### src/rtl/irq_ctrl_pkg.sv
package irq_ctrl_pkg;
  typedef enum logic [1:0] {
    REG_CTRL     = 2'd0,
    REG_IPI_STAT = 2'd1,
    REG_TMR_STAT = 2'd2,
    REG_IPI_REQ  = 2'd3
  } reg_sel_e;

  localparam int unsigned SEL_W       = 2;
  localparam int unsigned POST_LSB    = 12;
  localparam int unsigned IPI_CLR_LSB = 8;
  localparam int unsigned TMR_CLR_LSB = 4;
  localparam int unsigned MEMERR_BIT  = 28;
  localparam int unsigned RD_IPI_LSB  = 8;
  localparam int unsigned RD_TMR_LSB  = 4;
endpackage

### src/rtl/irq_reg_decode.sv
module irq_reg_decode
  import irq_ctrl_pkg::*;
#(
  parameter int unsigned NUM_CPU = 4,
  parameter int unsigned DATA_W  = 64,
  parameter int unsigned ADDR_W  = 8,
  parameter int unsigned SEL_LSB = 3
) (
  input  logic                 req_valid_i,
  input  logic                 req_write_i,
  input  logic [ADDR_W-1:0]    req_addr_i,
  input  logic [DATA_W-1:0]    req_wdata_i,
  output reg_sel_e             sel_o,
  output logic [NUM_CPU-1:0]   post_o,
  output logic [NUM_CPU-1:0]   ipi_clr_o,
  output logic [NUM_CPU-1:0]   tmr_clr_o,
  output logic                 illegal_o
);
  logic [NUM_CPU-1:0] f_post, f_iclr, f_tclr, f_low;
  logic               wr;
  logic               unused_bits;

  assign unused_bits = ^{req_addr_i, req_wdata_i};
  assign sel_o  = reg_sel_e'(req_addr_i[SEL_LSB +: SEL_W]);
  assign wr     = req_valid_i && req_write_i;
  assign f_post = req_wdata_i[POST_LSB +: NUM_CPU];
  assign f_iclr = req_wdata_i[IPI_CLR_LSB +: NUM_CPU];
  assign f_tclr = req_wdata_i[TMR_CLR_LSB +: NUM_CPU];
  assign f_low  = req_wdata_i[NUM_CPU-1:0];

  always_comb begin
    post_o    = '0;
    ipi_clr_o = '0;
    tmr_clr_o = '0;
    illegal_o = 1'b0;
    if (wr) begin
      unique case (sel_o)
        REG_CTRL: begin
          if (f_post == '0 && f_iclr == '0 && f_tclr == '0 && !req_wdata_i[MEMERR_BIT]) begin
            illegal_o = 1'b1;
          end else begin
            post_o    = f_post;
            ipi_clr_o = f_iclr;
            tmr_clr_o = f_tclr;
          end
        end
        REG_IPI_STAT: if (f_low == '0) illegal_o = 1'b1; else ipi_clr_o = f_low;
        REG_TMR_STAT: if (f_low == '0) illegal_o = 1'b1; else tmr_clr_o = f_low;
        REG_IPI_REQ:  if (f_low == '0) illegal_o = 1'b1; else post_o    = f_low;
        default: illegal_o = 1'b1;
      endcase
    end
  end


  always_comb begin
    no_effect_when_illegal_chk: assert (!illegal_o || (post_o == '0 && ipi_clr_o == '0 && tmr_clr_o == '0));
  end
endmodule

### src/rtl/ipi_state.sv
module ipi_state #(
  parameter int unsigned NUM_CPU = 4
) (
  input  logic               clk_i,
  input  logic               rst_ni,
  input  logic [NUM_CPU-1:0] post_i,
  input  logic [NUM_CPU-1:0] clr_i,
  output logic [NUM_CPU-1:0] ipi_o,
  output logic               post_warn_o,
  output logic               clr_warn_o
);
  logic [NUM_CPU-1:0] ipi_q, posted;

  assign posted      = ipi_q | post_i;
  assign post_warn_o = |(post_i & ipi_q);
  assign clr_warn_o  = |(clr_i & ~posted);
  assign ipi_o       = ipi_q;

  for (genvar c = 0; c < NUM_CPU; c++) begin : g_cpu
    always_ff @(posedge clk_i or negedge rst_ni) begin
      if (!rst_ni)       ipi_q[c] <= 1'b0;
      else if (clr_i[c]) ipi_q[c] <= 1'b0;
      else if (post_i[c]) ipi_q[c] <= 1'b1;
    end
  end


  ipi_post_sets_chk: assert property (@(posedge clk_i) disable iff (!rst_ni)
    (|(post_i & ~clr_i)) |=> ((ipi_q & $past(post_i & ~clr_i)) == $past(post_i & ~clr_i)));

  ipi_clear_chk: assert property (@(posedge clk_i) disable iff (!rst_ni)
    (|clr_i) |=> ((ipi_q & $past(clr_i)) == '0));

  ipi_hold_chk: assert property (@(posedge clk_i) disable iff (!rst_ni)
    (post_i == '0 && clr_i == '0) |=> $stable(ipi_q));
endmodule

### src/rtl/tmr_state.sv
module tmr_state #(
  parameter int unsigned NUM_CPU = 4
) (
  input  logic               clk_i,
  input  logic               rst_ni,
  input  logic               tick_i,
  input  logic [NUM_CPU-1:0] clr_i,
  output logic [NUM_CPU-1:0] tmr_o
);
  logic [NUM_CPU-1:0] tmr_q;

  assign tmr_o = tmr_q;

  for (genvar c = 0; c < NUM_CPU; c++) begin : g_cpu
    always_ff @(posedge clk_i or negedge rst_ni) begin
      if (!rst_ni)       tmr_q[c] <= 1'b0;
      else if (tick_i)   tmr_q[c] <= 1'b1;
      else if (clr_i[c]) tmr_q[c] <= 1'b0;
    end
  end


  tick_sets_all_chk: assert property (@(posedge clk_i) disable iff (!rst_ni)
    tick_i |=> (&tmr_q));

  tmr_clear_chk: assert property (@(posedge clk_i) disable iff (!rst_ni)
    (!tick_i && (|clr_i)) |=> ((tmr_q & $past(clr_i)) == '0));
endmodule

### src/rtl/ipi_timer_irq_ctrl.sv
module ipi_timer_irq_ctrl
  import irq_ctrl_pkg::*;
#(
  parameter int unsigned NUM_CPU = 4,
  parameter int unsigned DATA_W  = 64,
  parameter int unsigned ADDR_W  = 8,
  parameter int unsigned SEL_LSB = 3,
  localparam int unsigned CPU_ID_W = (NUM_CPU > 1) ? $clog2(NUM_CPU) : 1
) (
  input  logic                clk_i,
  input  logic                rst_ni,
  input  logic                tick_i,
  input  logic                req_valid_i,
  input  logic                req_write_i,
  input  logic [ADDR_W-1:0]   req_addr_i,
  input  logic [DATA_W-1:0]   req_wdata_i,
  input  logic [CPU_ID_W-1:0] req_cpu_i,
  output logic [DATA_W-1:0]   rdata_o,
  output logic [NUM_CPU-1:0]  ipi_o,
  output logic [NUM_CPU-1:0]  timer_o,
  output logic                post_warn_o,
  output logic                clr_warn_o,
  output logic                illegal_o
);
  reg_sel_e           sel;
  logic [NUM_CPU-1:0] post, ipi_clr, tmr_clr;
  logic               illegal, post_warn, clr_warn;
  logic               post_warn_q, clr_warn_q, illegal_q;

  irq_reg_decode #(
    .NUM_CPU(NUM_CPU), .DATA_W(DATA_W), .ADDR_W(ADDR_W), .SEL_LSB(SEL_LSB)
  ) i_decode (
    .req_valid_i(req_valid_i),
    .req_write_i(req_write_i),
    .req_addr_i (req_addr_i),
    .req_wdata_i(req_wdata_i),
    .sel_o      (sel),
    .post_o     (post),
    .ipi_clr_o  (ipi_clr),
    .tmr_clr_o  (tmr_clr),
    .illegal_o  (illegal)
  );

  ipi_state #(.NUM_CPU(NUM_CPU)) i_ipi (
    .clk_i      (clk_i),
    .rst_ni     (rst_ni),
    .post_i     (post),
    .clr_i      (ipi_clr),
    .ipi_o      (ipi_o),
    .post_warn_o(post_warn),
    .clr_warn_o (clr_warn)
  );

  tmr_state #(.NUM_CPU(NUM_CPU)) i_tmr (
    .clk_i (clk_i),
    .rst_ni(rst_ni),
    .tick_i(tick_i),
    .clr_i (tmr_clr),
    .tmr_o (timer_o)
  );

  always_ff @(posedge clk_i or negedge rst_ni) begin
    if (!rst_ni) begin
      post_warn_q <= 1'b0;
      clr_warn_q  <= 1'b0;
      illegal_q   <= 1'b0;
    end else begin
      post_warn_q <= post_warn;
      clr_warn_q  <= clr_warn;
      illegal_q   <= illegal;
    end
  end

  assign post_warn_o = post_warn_q;
  assign clr_warn_o  = clr_warn_q;
  assign illegal_o   = illegal_q;

  always_comb begin
    rdata_o = '0;
    if (req_valid_i && !req_write_i) begin
      unique case (sel)
        REG_CTRL: begin
          rdata_o[RD_IPI_LSB +: NUM_CPU] = ipi_o;
          rdata_o[RD_TMR_LSB +: NUM_CPU] = timer_o;
          rdata_o[CPU_ID_W-1:0]          = req_cpu_i;
        end
        REG_IPI_STAT: rdata_o[NUM_CPU-1:0] = ipi_o;
        REG_TMR_STAT: rdata_o[NUM_CPU-1:0] = timer_o;
        default:      rdata_o = '0;
      endcase
    end
  end


  pulse_after_write_chk: assert property (@(posedge clk_i) disable iff (!rst_ni)
    (post_warn_o || clr_warn_o || illegal_o) |-> $past(req_valid_i && req_write_i));

  illegal_keeps_ipi_chk: assert property (@(posedge clk_i) disable iff (!rst_ni)
    illegal_o |-> $stable(ipi_o));

  post_warn_keeps_chk: assert property (@(posedge clk_i) disable iff (!rst_ni)
    post_warn |=> ((ipi_o & $past(ipi_o)) == $past(ipi_o & ~ipi_clr)));
endmodule

### config.mk
export PLATFORM = sky130hd
export DESIGN_NAME = ipi_timer_irq_ctrl
export DESIGN_NICKNAME = d
export VERILOG_FILES = /design/src/rtl/irq_ctrl_pkg.sv /design/src/rtl/irq_reg_decode.sv /design/src/rtl/ipi_state.sv /design/src/rtl/tmr_state.sv /design/src/rtl/ipi_timer_irq_ctrl.sv
export SDC_FILE = /design/constraint.sdc
export NUM_CORES = 1
export LEC_CHECK = 0
export BUFFER_PORTS_ARGS = -buffer_cell sky130_fd_sc_hd__buf_2
export CORE_MARGIN = 3
export CORE_UTILIZATION = 30
export CTS_BUF_LIST = sky130_fd_sc_hd__clkbuf_8
export CTS_CLUSTER_DIAMETER = 40
export DETAILED_ROUTE_END_ITERATION = 16
export PLACE_DENSITY = 0.82
export SLEW_MARGIN = 20
export SYNTH_ARGS = -nofsm -noshare
export SYNTH_HDL_FRONTEND = slang
export SYNTH_SLANG_ARGS = --single-unit
### constraint.sdc
create_clock -name clk_i -period 2.6 [get_ports clk_i]
set_input_delay 0.65 -clock clk_i [delete_from_list [all_inputs] [get_ports clk_i]]
set_output_delay 0.65 -clock clk_i [all_outputs]
set_load 0.01 [all_outputs]
==> flow_summary.toml <==
[outcome]
run_status = "finished clean"

[worst_setup_path]
crit_start = "req_addr_i[3]"
required_ns = 1.95
cp-end-kind = "output port"
worstPathMaxFanout = 6
cp_slowest_cell = "a222oi_1"
critPathMostFrequentCell = "buf_2"
worstPathCellList = "buf_2 -> inv_1 -> ha_1 -> a222oi_1 -> nor2_1 -> buf_2"
critPathMaxStageDelay_ns = 0.36
arrival_ns = 1.72
setup.worst_path.start_class = "input port"
worstSetupPathType = "input port to output port"
reg2reg_from = "i_ipi.ipi_o[3]"

[place]
port-buffer-count = 48
place.gp.congestion = 0.830
dpl.hpwl_mm = 2.74
placedInstanceArea_um2 = 1340

[synthesis]
synth_cells = 153
syn_area_um2 = 1250
synth_common_cells = "buf_4, nor2_1, dfrtp_1, a22oi_1, and3_1"
synth_ff_type = "dfrtp_1"
ys_warn_count = 0
avgSynthCellArea_um2 = 8.19
synthArstFlopShare = 1.00
synth_cell_types = 24
yosys.area.top_type = "buf_4"
synth_area_leaders = "buf_4, dfrtp_1, ha_1, a22oi_1, nor2_1"
yosys.area.top_type_share = 0.317
synth_enable_flop_cells = 0
ys_seq_area_frac = 0.220
synth.most_common_cell = "buf_4"
yosys_register_bits = 11

[power]
ir_worst_vdd_v = 0.000135
comb_power_share = 0.333
seqPwrFrac = 0.382
finalPower_w = 0.000584
p_leak_nw = 0.765
power.switching_w = 0.000218
switching_share = 0.374
internal-power_w = 0.000365
clkPwrFrac = 0.284
p_per_area_nw_per_um2 = 421

[grt]
grt_max_degree = 15
track_usage = 0.119
grt_overflow_total = 0
grt_pass1_wl_mm = 4.67
antenna_found_initial = 0
grt_pass1_vias = 955

[sta]
rsz0062_at_grt = "no"
clock_skew_ns = 0.00280
relSlewSlack = 0.633
setup_viol = 0
tns_ns = 0
drv_slew = 0
timing.final.hold_violations = 0
max_freq_mhz = 422
worst_slew_pin_slew_ns = 0.550
min_period_ns = 2.37
fin_crit_sh = 0.912

[clock_tree]
cts_resized = 0
cts_root_buf = "clkbuf_8"
cts-buffers-inserted = 3
cts_htree_levels = 1
clock_latency_ns = 0.24
cts_buffer_depth = 2
clock_sinks = 11
holdBufCountCts = 0
cts_tree = "built"
cts_setup_buffers = 0
clkSlewWorstSetupHoldPaths_ns = 0.05

[die]
die_width_um = 70.6
core_area_um2 = 3850
initial_utilization = 0.325
die_h_um = 70.6
io_pins = 154
dieArea_um2 = 4990
rows = 22

[finish]
multi_input_area_um2 = 738
nFillCells = 439
post-route-cell-area_um2 = 1390
layout-drive-gt1-share = 0.280
syn_to_final_growth_pct = 10.5
fin_nets = 286
seq_area_um2 = 275
antenna_cells = 0

[min_path]
hold_path_class = "input port to async pin"

[drt]
drc_errors = 0
finalWirelength_mm = 3.20
wl_per_cell_um = 12.9
avgViaCountPerCell = 4.47
vias = 1109
drtPass1Iterations = 4
antenna_left = 0
dr.first_iter.drc_count = 86

[run]
cap_violations = 0
[cells in the final DEF (no fill, tap or decap), drive strengths merged, types with 2 or more instances in the layout]
cell type / Yosys / routed
o21ai: 5 / 5
nor4: 2 / 2
a22o: 5 / 5
a22oi: 10 / 10
conb: 1 / 52
nor3: 4 / 4
inv: 3 / 4
nand2b: 7 / 7
nand2: 3 / 3
a222oi: 2 / 2
clkbuf: 2 / 3
a21oi: 7 / 7
and3: 8 / 8
buf: 56 / 50
ha: 6 / 6
nand4: 2 / 2
dfrtp: 11 / 11
nor2: 15 / 15
[metal layers]
metal,vias to the layer above,track usage,share of wire
li1,522,-,-
met1,508,0.167,0.44
met2,74,0.166,0.43
met3,5,0.0412,0.12
met4,0,0.0438,0.014
met5,-,0,0
[path summary, 6_finish.rpt]
path / slack, ns / depth (start not counted) / end
min: 0.27 / 1 / clr_warn_o
max: 0.23 / 6 / rdata_o[1]
min in group clk_i: 0.58 / 2 / i_tmr.tmr_o[0]
min reg2reg: 0.58 / 2 / i_tmr.tmr_o[0]
max in group asynchronous: 2.12 / 1 / i_tmr.tmr_o[1]
max reg2reg: 1.54 / 3 / post_warn_o
[cell type report]
class | instances | share of cell area
Clock buffer | 3 | 0.0298
Clock inverter | 1 | 0.00271
Inverter | 3 | 0.00813
Multi-Input combinational cell | 132 | 0.533
Sequential cell | 11 | 0.199
Tap cell | 48 | 0.0434
Timing Repair Buffer | 50 | 0.184
[flip-flops by register name, indices dropped and copies added (netlist names)]
register,count
i_ipi.ipi_o,4
post_warn_o,1
illegal_o,1
clr_warn_o,1
i_tmr.tmr_o,4
[worst max-delay path: cells and delay by family]
kind            cells  cell delay, ns
buf+inv             3            0.35
fa+ha+maj           1            0.29
simple gates        1            0.08
compound gates      1            0.36
[per-stage QoR]
stage	setup slack (ns)	std cells	utilization	hold WS [ns]
after floorplan	0.374	204	-	0.354
after global placement	0.240	244	0.348	0.532
after detailed placement	0.233	244	0.348	0.535
after CTS	0.239	248	0.359	0.277
after global routing	0.159	248	0.359	0.286
final	0.230	248	0.359	0.271
[power groups by stage]
stage	Clock [W]	Combinational, W	Sequential [W]
CTS	0.000170	0.000193	0.000222
detailed placement	0	0.000193	0.000225
floorplan	0	0.000170	0.000227
finish	0.000166	0.000195	0.000223
global route	0.000182	0.000215	0.000225
global placement	0	0.000189	0.000225
[cell families after synthesis]
family,synth area share
compound gates,0.197
buf+inv,0.344
fa+ha+maj,0.0599
flops,0.220
simple gates,0.177
other cells,0.00299
(Power assumes the default switching activity.)
